--- config.mk ---
export PLATFORM = sky130hd
export DESIGN_NAME = lat_sink_fifo
export DESIGN_NICKNAME = d
export VERILOG_FILES = /design/src/rtl/lat_sink_fifo.sv
export SDC_FILE = /design/constraint.sdc
export NUM_CORES = 1
export LEC_CHECK = 0
export BUFFER_PORTS_ARGS = -buffer_cell sky130_fd_sc_hd__buf_2
export CAP_MARGIN = 10
export CORE_MARGIN = 3
export CORE_UTILIZATION = 45
export CTS_CLUSTER_SIZE = 16
export DETAILED_ROUTE_END_ITERATION = 8
export PLACE_DENSITY = 0.67
export SETUP_SLACK_MARGIN = 0.1
export SLEW_MARGIN = 40
export SYNTH_ARGS = -nofsm -noshare
export SYNTH_HDL_FRONTEND = slang
export SYNTH_SLANG_ARGS = --single-unit
--- constraint.sdc ---
create_clock -name clk -period 6.2 [get_ports clk]
set_input_delay 0.31 -clock clk [delete_from_list [all_inputs] [get_ports clk]]
set_output_delay 0.31 -clock clk [all_outputs]
set_load 0.01 [all_outputs]
--- src/rtl/lat_sink_fifo.sv ---
module lat_sink_fifo #(
  parameter int DATA_W    = 8,
  parameter int DEPTH     = 8,
  parameter int READY_LAT = 1,
  parameter int ALLOWANCE = -1
) (
  input  logic              clk,
  input  logic              rst_n,
  input  logic [DATA_W-1:0] in_data,
  input  logic              in_valid,
  output logic              in_ready,
  output logic [DATA_W-1:0] out_data,
  output logic              out_valid,
  input  logic              out_ready,
  output logic              protocol_error
);
  localparam int ALLOW  = (ALLOWANCE < 0) ? READY_LAT : ALLOWANCE;
  localparam bit PLAIN  = (READY_LAT == 0) && (ALLOW == 0);
  localparam int MARGIN = READY_LAT + ALLOW + 1;
  localparam int AW     = (DEPTH > 1) ? $clog2(DEPTH) : 1;
  localparam int CW     = $clog2(DEPTH + 1);
  localparam int KW     = (ALLOW > 0) ? $clog2(ALLOW + 1) : 1;

  logic [DATA_W-1:0] mem [DEPTH];
  logic [AW-1:0]     wr_ptr, rd_ptr;
  logic [CW-1:0]     cnt, cnt_nx;
  logic [KW-1:0]     credit;
  logic              ready_cyc, window, push, pop, full;

  assign full      = (cnt == CW'(DEPTH));
  assign window    = ready_cyc | (credit != '0);
  assign push      = PLAIN ? (in_valid & in_ready) : (in_valid & ~full);
  assign out_valid = (cnt != '0);
  assign pop       = out_valid & out_ready;
  assign out_data  = mem[rd_ptr];
  assign cnt_nx    = cnt + CW'(push) - CW'(pop);

  generate
    if (READY_LAT > 0) begin : g_dly
      logic [READY_LAT-1:0] dq;
      always_ff @(posedge clk) begin
        if (!rst_n) dq <= '0;
        else        dq <= (dq << 1) | READY_LAT'(in_ready);
      end
      assign ready_cyc = dq[READY_LAT-1];
    end else begin : g_nodly
      assign ready_cyc = in_ready;
    end
  endgenerate

  always_ff @(posedge clk) begin
    if (push) mem[wr_ptr] <= in_data;
  end

  always_ff @(posedge clk) begin
    if (!rst_n) begin
      wr_ptr <= '0;
      rd_ptr <= '0;
      cnt    <= '0;
    end else begin
      if (push) wr_ptr <= (wr_ptr == AW'(DEPTH - 1)) ? '0 : wr_ptr + 1'b1;
      if (pop)  rd_ptr <= (rd_ptr == AW'(DEPTH - 1)) ? '0 : rd_ptr + 1'b1;
      cnt <= cnt_nx;
    end
  end

  always_ff @(posedge clk) begin
    if (!rst_n)                        credit <= '0;
    else if (ready_cyc)                credit <= KW'(ALLOW);
    else if (in_valid && credit != '0) credit <= credit - 1'b1;
  end

  always_ff @(posedge clk) begin
    if (!rst_n) begin
      in_ready       <= 1'b0;
      protocol_error <= 1'b0;
    end else begin
      in_ready <= (32'(cnt_nx) + MARGIN <= DEPTH);
      if (!PLAIN && in_valid && !window) protocol_error <= 1'b1;
    end
  end
endmodule

==> results of run 1 <==
-- path summary, 6_finish.rpt --
path         endpoint  cells after the start
min            cnt[1]                      2
max reg2reg  in_ready                     10
max          in_ready                     10
min reg2reg    credit                      2
-- power groups by stage --
stage | Combinational, uW | Clock (uW) | Sequential, uW
finish | 272 | 408 | 676
global route | 307 | 442 | 684
CTS | 277 | 416 | 678
detailed placement | 274 | 0 | 691
global placement | 270 | 0 | 688
floorplan | 228 | 0 | 661
-- cells in the final DEF, fill, tap and decap left out, drive strengths merged --
cell	netlist	routed
or3	1	1
inv	7	7
and2	4	4
xor2	1	1
mux2	8	8
dfxtp	17	17
nand3	4	4
ha	9	9
nor3b	3	3
clkbuf	2	9
a21o	1	1
xnor2	1	1
nor3	4	4
mux4	16	16
nand2b	2	2
clkinv	0	5
buf	4	27
nand4b	1	1
o21ai	7	7
a21oi	12	12
nand2	3	3
edfxtp	64	64
nor4	1	1
fa	1	1
nor2	7	7
or3b	1	1
and3	2	2
bufinv	0	2
or4	2	2
-- kinds of logic (layout without fill, tap and decap cells) --
| group | Yosys count | after routing | share of synthesized area |
|---|---|---|---|
| multiplexers | 24 | 24 | 0.1540 |
| buffers and inverters | 13 | 50 | 0.02243 |
| flip-flops | 81 | 81 | 0.6875 |
| AO/OA/AOI/OAI | 20 | 20 | 0.03118 |
| AND/OR/NAND/NOR | 35 | 35 | 0.05932 |
| XOR/XNOR | 2 | 2 | 0.005324 |
| adder cells (fa/ha/maj) | 10 | 10 | 0.04031 |
-- worst reg2reg max path, cell delays in order, from the launching register on --
cell and delay [ps]:
dfxtp_1 300, inv_1 80, ha_1 140, nor3b_1 490
nor2_1 160, xnor2_1 170, ha_1 210, fa_1 380
xor2_1 160, a21oi_1 80, and3_1 190
-- sequential cells by signal (all words and copies together), names as in the netlist, named ones only --
name	cells
wr_ptr	3
protocol_error	1
g_dly.dq	1
credit	1
cnt	4
mem	64
in_ready	1
rd_ptr	3
-- synth_stat cells, types with 3 or more instances --
master	number	area (sq um)
edfxtp_1	64	1922
nor2_1	7	26.28
nand3_1	4	20.02
nor3b_1	3	22.52
ha_1	9	112.6
and2_1	4	25.02
mux4_1	15	394.1
inv_1	7	26.28
nor3_1	4	20.02
mux2_2	8	90.09
dfxtp_1	17	340.3
a21oi_1	12	60.06
o21ai_0	7	35.03
nand2_1	3	11.26
-- per-layer routing --
metal	part of all wire	vias up	track usage
li1	-	800	-
met1	0.44	823	0.1710
met2	0.50	32	0.2301
met3	0.040	8	0.03811
met4	0.019	0	0.07412
met5	0	-	0
-- metrics by stage --
stage | utilization | setup WS (ps) | area [sq um] | std cells
2_1_floorplan | - | 3890 | 3291 | 185
3_3_place_gp | 0.5056 | 3790 | 3511 | 302
3_5_place_dp | 0.5061 | 3739 | 3515 | 302
4_1_cts | 0.5377 | 3702 | 3734 | 318
5_1_grt | 0.5384 | 3441 | 3739 | 318
6_report | 0.5384 | 3732 | 3739 | 318
-- area by class of cell --
cell class / instances / area share
clock inverter: 7 / 0.02544
sequential: 81 / 0.6054
tap: 96 / 0.03213
multi-input combinational: 91 / 0.2574
clock buffer: 9 / 0.03313
timing repair buffer: 27 / 0.03949
inverter: 7 / 0.007028
==> flow_summary.yaml, run 1 <==
floorplanning:
  coreArea_sq_mm: 0.006944
  boundaryPins: 23
  die-area_sq_mm: 0.008375
  fp.dieH_microns: 91.52
  start_util: 0.4739
  fp-row-count: 30
  die_width_microns: 91.52
route:
  drt_iter0_markers: 65
  ant_nets: 0
  routed_wl_mm: 5.399
  avgViaCountPerCell: 5.230
  drt_pre_antenna_iters: 4
  drc_errors: 0
  wire_per_inst_microns: 16.98
  vias: 1663
sta:
  tns_ps: 0
  fin_skew_ps: 7.519
  grt_setup_unrepaired: "no"
  hold_viol_final: 0
  setup_violations: 0
  fmax_mhz: 405.2
  tightestPinTransition_ps: 719.6
  finalCritPeriodShare: 0.3981
  slew_headroom: 0.5196
  period_needed_ps: 2468
  drv_slew: 0
  holdWs_ps: 221.6
critical_path:
  crit_path_top_delay_cell: "nor3b_1"
  worstPathRequired_ps: 6440
  r2r_slack_ps: 3730
  critPathBufInv: 1
  cp-start-kind: "flip-flop"
  cp-startpoint: "cnt[2]"
  critPathMaxFanout: 6
  crit_top_cell: "ha_1"
  crit_path_end_kind: "flip-flop"
  max_stage_delay_ps: 490
  path_class: "flip-flop to flip-flop"
  r2r_start: "cnt[2]"
  path_delay_family: "simple AND/OR/NAND/NOR gates"
  crit_arrival_ps: 2710
  worstPathCellList: "inv_1 > ha_1 > nor3b_1 > nor2_1 > xnor2_1 > ha_1 > fa_1 > xor2_1 > a21oi_1 > and3_1"
placed_design:
  portBuffers: 22
  gp_congestion: 0.7610
  dp_hpwl_mm: 3.448
hold_path:
  hold_path.class: "primary input to flip-flop"
  hold_start: "rst_n"
finish:
  seqCellArea_sq_mm: 0.002263
  area_growth_pct: 13.61
  nets: 239
  multi_input_area_sq_um: 962.2
  drive_above_1_share: 0.2523
  fillers: 572
  n_antenna_cell: 0
yosys:
  synthCells: 185
  netlist_area_sq_mm: 0.003291
  avgSynthCellArea_sq_um: 17.79
  ys_ff_latch: 81
  async_flop_share: 0
  ys_seq_area_frac: 0.6875
  yosys_warnings: 0
  synth.net_count: 207
  synth.distinct_cells: 31
  synth-edff-count: 64
  synth_flop_cell: "edfxtp_1"
grt:
  grt_start_max_net_pins: 17
  grt_antenna_before_repair: 0
  grt_overflow_total: 0
  gr-usage-all-layers: 0.1412
  grt_pass1_wl_mm: 8.707
  first_global_vias: 1711
pwr:
  p_leak_uw: 0.001322
  comb_power_share: 0.200
  p_sw_frac: 0.2588
  power_frac_clock: 0.301
  p_per_area_mw_per_mm2: 362.6
  ir_drop_mv: 0.2540
  p_sw_uw: 350.8
  power_uw: 1355
  seqPwrFrac: 0.498
  p_int_uw: 1005
cts:
  postCtsSetupBuffers: 0
  post_cts_resized: 0
  cts_tree: "built"
  clockBufferDepth: 2
  numCtsBuffers: 9
  cts_root_buf: "clkbuf_8"
  clk_latency_ps: 350
  cts_hold_buf: 0
  clkSlewWorstSetupHoldPaths_ps: 80
  cts_sinks: 81
  htreeDepth: 3
job:
  cap_viol_max_count: 0
outcome:
  run_status: "complete, no violations"
(Power assumes the default switching activity.)
==> run 2, diff against run 1 <==
- clock period: 6.2 -> 2.3 ns (I/O delays scaled with it)
==> run 2 against run 1 <==
Compared with the run above: total power rose to 2.6 times the previous value; final cell count is 2.5% higher; sequential cell count is the same; design area increased by 1.7%; sequential power increased to 2.6 times the previous value; non-clock buffer count increased by 8; setup slack got worse by 3600 ps.
==> flow_summary.yaml, run 2 (same netlist as run 1, synthesis figures left out) <==
grt:
  grt_antenna_before_repair: 0
  gr-usage-all-layers: 0.1443
  first_global_vias: 1777
  grt_pass1_wl_mm: 8.887
  grt_overflow_total: 0
  grt_start_max_net_pins: 17
floorplanning:
  die_width_microns: 91.52
  die-area_sq_mm: 0.008375
  boundaryPins: 23
  start_util: 0.4739
  fp-row-count: 30
  coreArea_sq_mm: 0.006944
  fp.dieH_microns: 91.52
route:
  drt_iter0_markers: 77
  wl_met1_mm: 2.226
  ant_nets: 0
  avgViaCountPerCell: 5.202
  routed_wl_mm: 5.359
  drc_errors: 0
  drt_pre_antenna_iters: 4
  wire_per_inst_microns: 16.44
  routed.top_layer: "met4"
  vias: 1696
  dr_wl_met3_microns: 273
  route.met2.wl_mm: 2.775
critical_path:
  max_stage_delay_ps: 550
  critPathBufInv: 1
  cp-startpoint: "cnt[2]"
  r2r_start: "cnt[2]"
  path_class: "flip-flop to flip-flop"
  crit_arrival_ps: 2410
  rr_worst_depth: 9
  path_delay_family: "adder cells"
  cp-start-kind: "flip-flop"
  critPathCapture: "in_ready"
  cp.depth: 9
  r2r-end: "in_ready"
  crit_path_end_kind: "flip-flop"
  worstPathCellList: "inv_2 > ha_4 > or3b_4 > nand2_4 > xnor2_2 > ha_2 > fa_2 > a21oi_2 > and3_1"
  crit_path_top_delay_cell: "fa_2"
  r2r_slack_ps: 150
  worstPathRequired_ps: 2550
  critPathMaxFanout: 3
pwr:
  p_leak_uw: 0.001340
  p_int_uw: 2575
  p_per_area_mw_per_mm2: 934.5
  p_sw_uw: 977.3
  comb_power_share: 0.258
  seqPwrFrac: 0.498
  ir_drop_mv: 0.4993
  p_sw_frac: 0.2752
  power_frac_clock: 0.244
sta:
  drv_slew: 0
  holdWs_ps: 20.71
  period_needed_ps: 2152
  fin_skew_ps: 9.588
  grt_setup_unrepaired: "yes"
  hold_viol_final: 0
  slew_headroom: 0.6227
  tns_ps: 0
  setup_violations: 0
  tightestPinTransition_ps: 565.3
  fmax_mhz: 464.8
  finalCritPeriodShare: 0.9355
finish:
  nets: 247
  fillers: 575
  final_cell_mix: "edfxtp_1 (64), buf_2 (22), mux4_1 (15), dfxtp_1 (15), buf_4 (13)"
  multi_input_area_sq_mm: 0.001018
  largest_register: "mem"
  reg_top3: "mem (64), cnt (4)"
  seqCellArea_sq_mm: 0.002265
  layout_commonest_cell: "edfxtp_1"
  largest_reg_flops: 64
  drive_above_1_share: 0.3217
  area_growth_pct: 15.51
  n_antenna_cell: 0
cts:
  clkSlewWorstSetupHoldPaths_ps: 80
  cts_root_buf: "clkbuf_8"
  clockBufferDepth: 2
  numCtsBuffers: 9
  htreeDepth: 3
  cts_hold_buf: 0
  cts_sinks: 81
  cts_tree: "built"
  clk_latency_ps: 350
outcome:
  run_status: "complete, no violations"
placed_design:
  gp_congestion: 0.7624
  dp_hpwl_mm: 3.534
  portBuffers: 22
job:
  cap_viol_max_count: 0
hold_path:
  hold_path.class: "primary input to flip-flop"
-- run 2: per-layer routing --
layer,track usage,vias to the layer above
met5,0,-
met3,0.04888,12
li1,-,817
met1,0.1707,837
met2,0.2398,30
met4,0.06030,0
-- run 2: how the worst min path moves through the flow --
stage | startpoint | endpoint | slack [ps] | cells after the start
6_report | rst_n | g_dly.dq | 20 | 2
5_1_grt | in_data[4] | mem[7][4] | 30 | 1
4_1_cts | rst_n | g_dly.dq | 3 | 2
3_5_place_dp | rst_n | g_dly.dq | 380 | 2
3_3_place_gp | rst_n | cnt[0] | 380 | 2
2_1_floorplan | in_data[0] | mem[0][0] | 210 | 0
-- run 2: what timing repair did --
item	4_1_cts	5_1_grt
gates cloned	0	0
resized for setup	4	10
pin swaps	0	8
endpoints found under the setup margin	2	2
buffers inserted	1	1
-- run 2: layout make-up --
cell class	count	area share
multi-input cells	91	0.2679
flip-flops and latches	81	0.5958
inverters	7	0.006912
clock buffers	11	0.03456
repair buffers	35	0.05464
clock inverters	5	0.008558
well taps	96	0.03160
-- run 2: power groups by stage --
stage	sequential [uW]	clock (uW)	combinational [uW]
floorplan	1780	0	619
global placement	1790	0	832
detailed placement	1790	0	858
CTS	1760	894	874
global route	1780	955	1020
finish	1770	866	918
-- run 2: metrics by stage --
| stage | worst slack [ps] | area [sq um] | total power [uW] | util | instances |
|---|---|---|---|---|---|
| global route | 75.12 | 3801 | 3760 | 0.5474 | 326 |
| floorplan | 130.3 | 3296 | 2402 | - | 185 |
| global placement | 99.62 | 3561 | 2622 | 0.5128 | 308 |
| CTS | 114.8 | 3750 | 3530 | 0.5400 | 325 |
| finish | 148.5 | 3801 | 3552 | 0.5474 | 326 |
| detailed placement | 44.74 | 3568 | 2651 | 0.5139 | 308 |
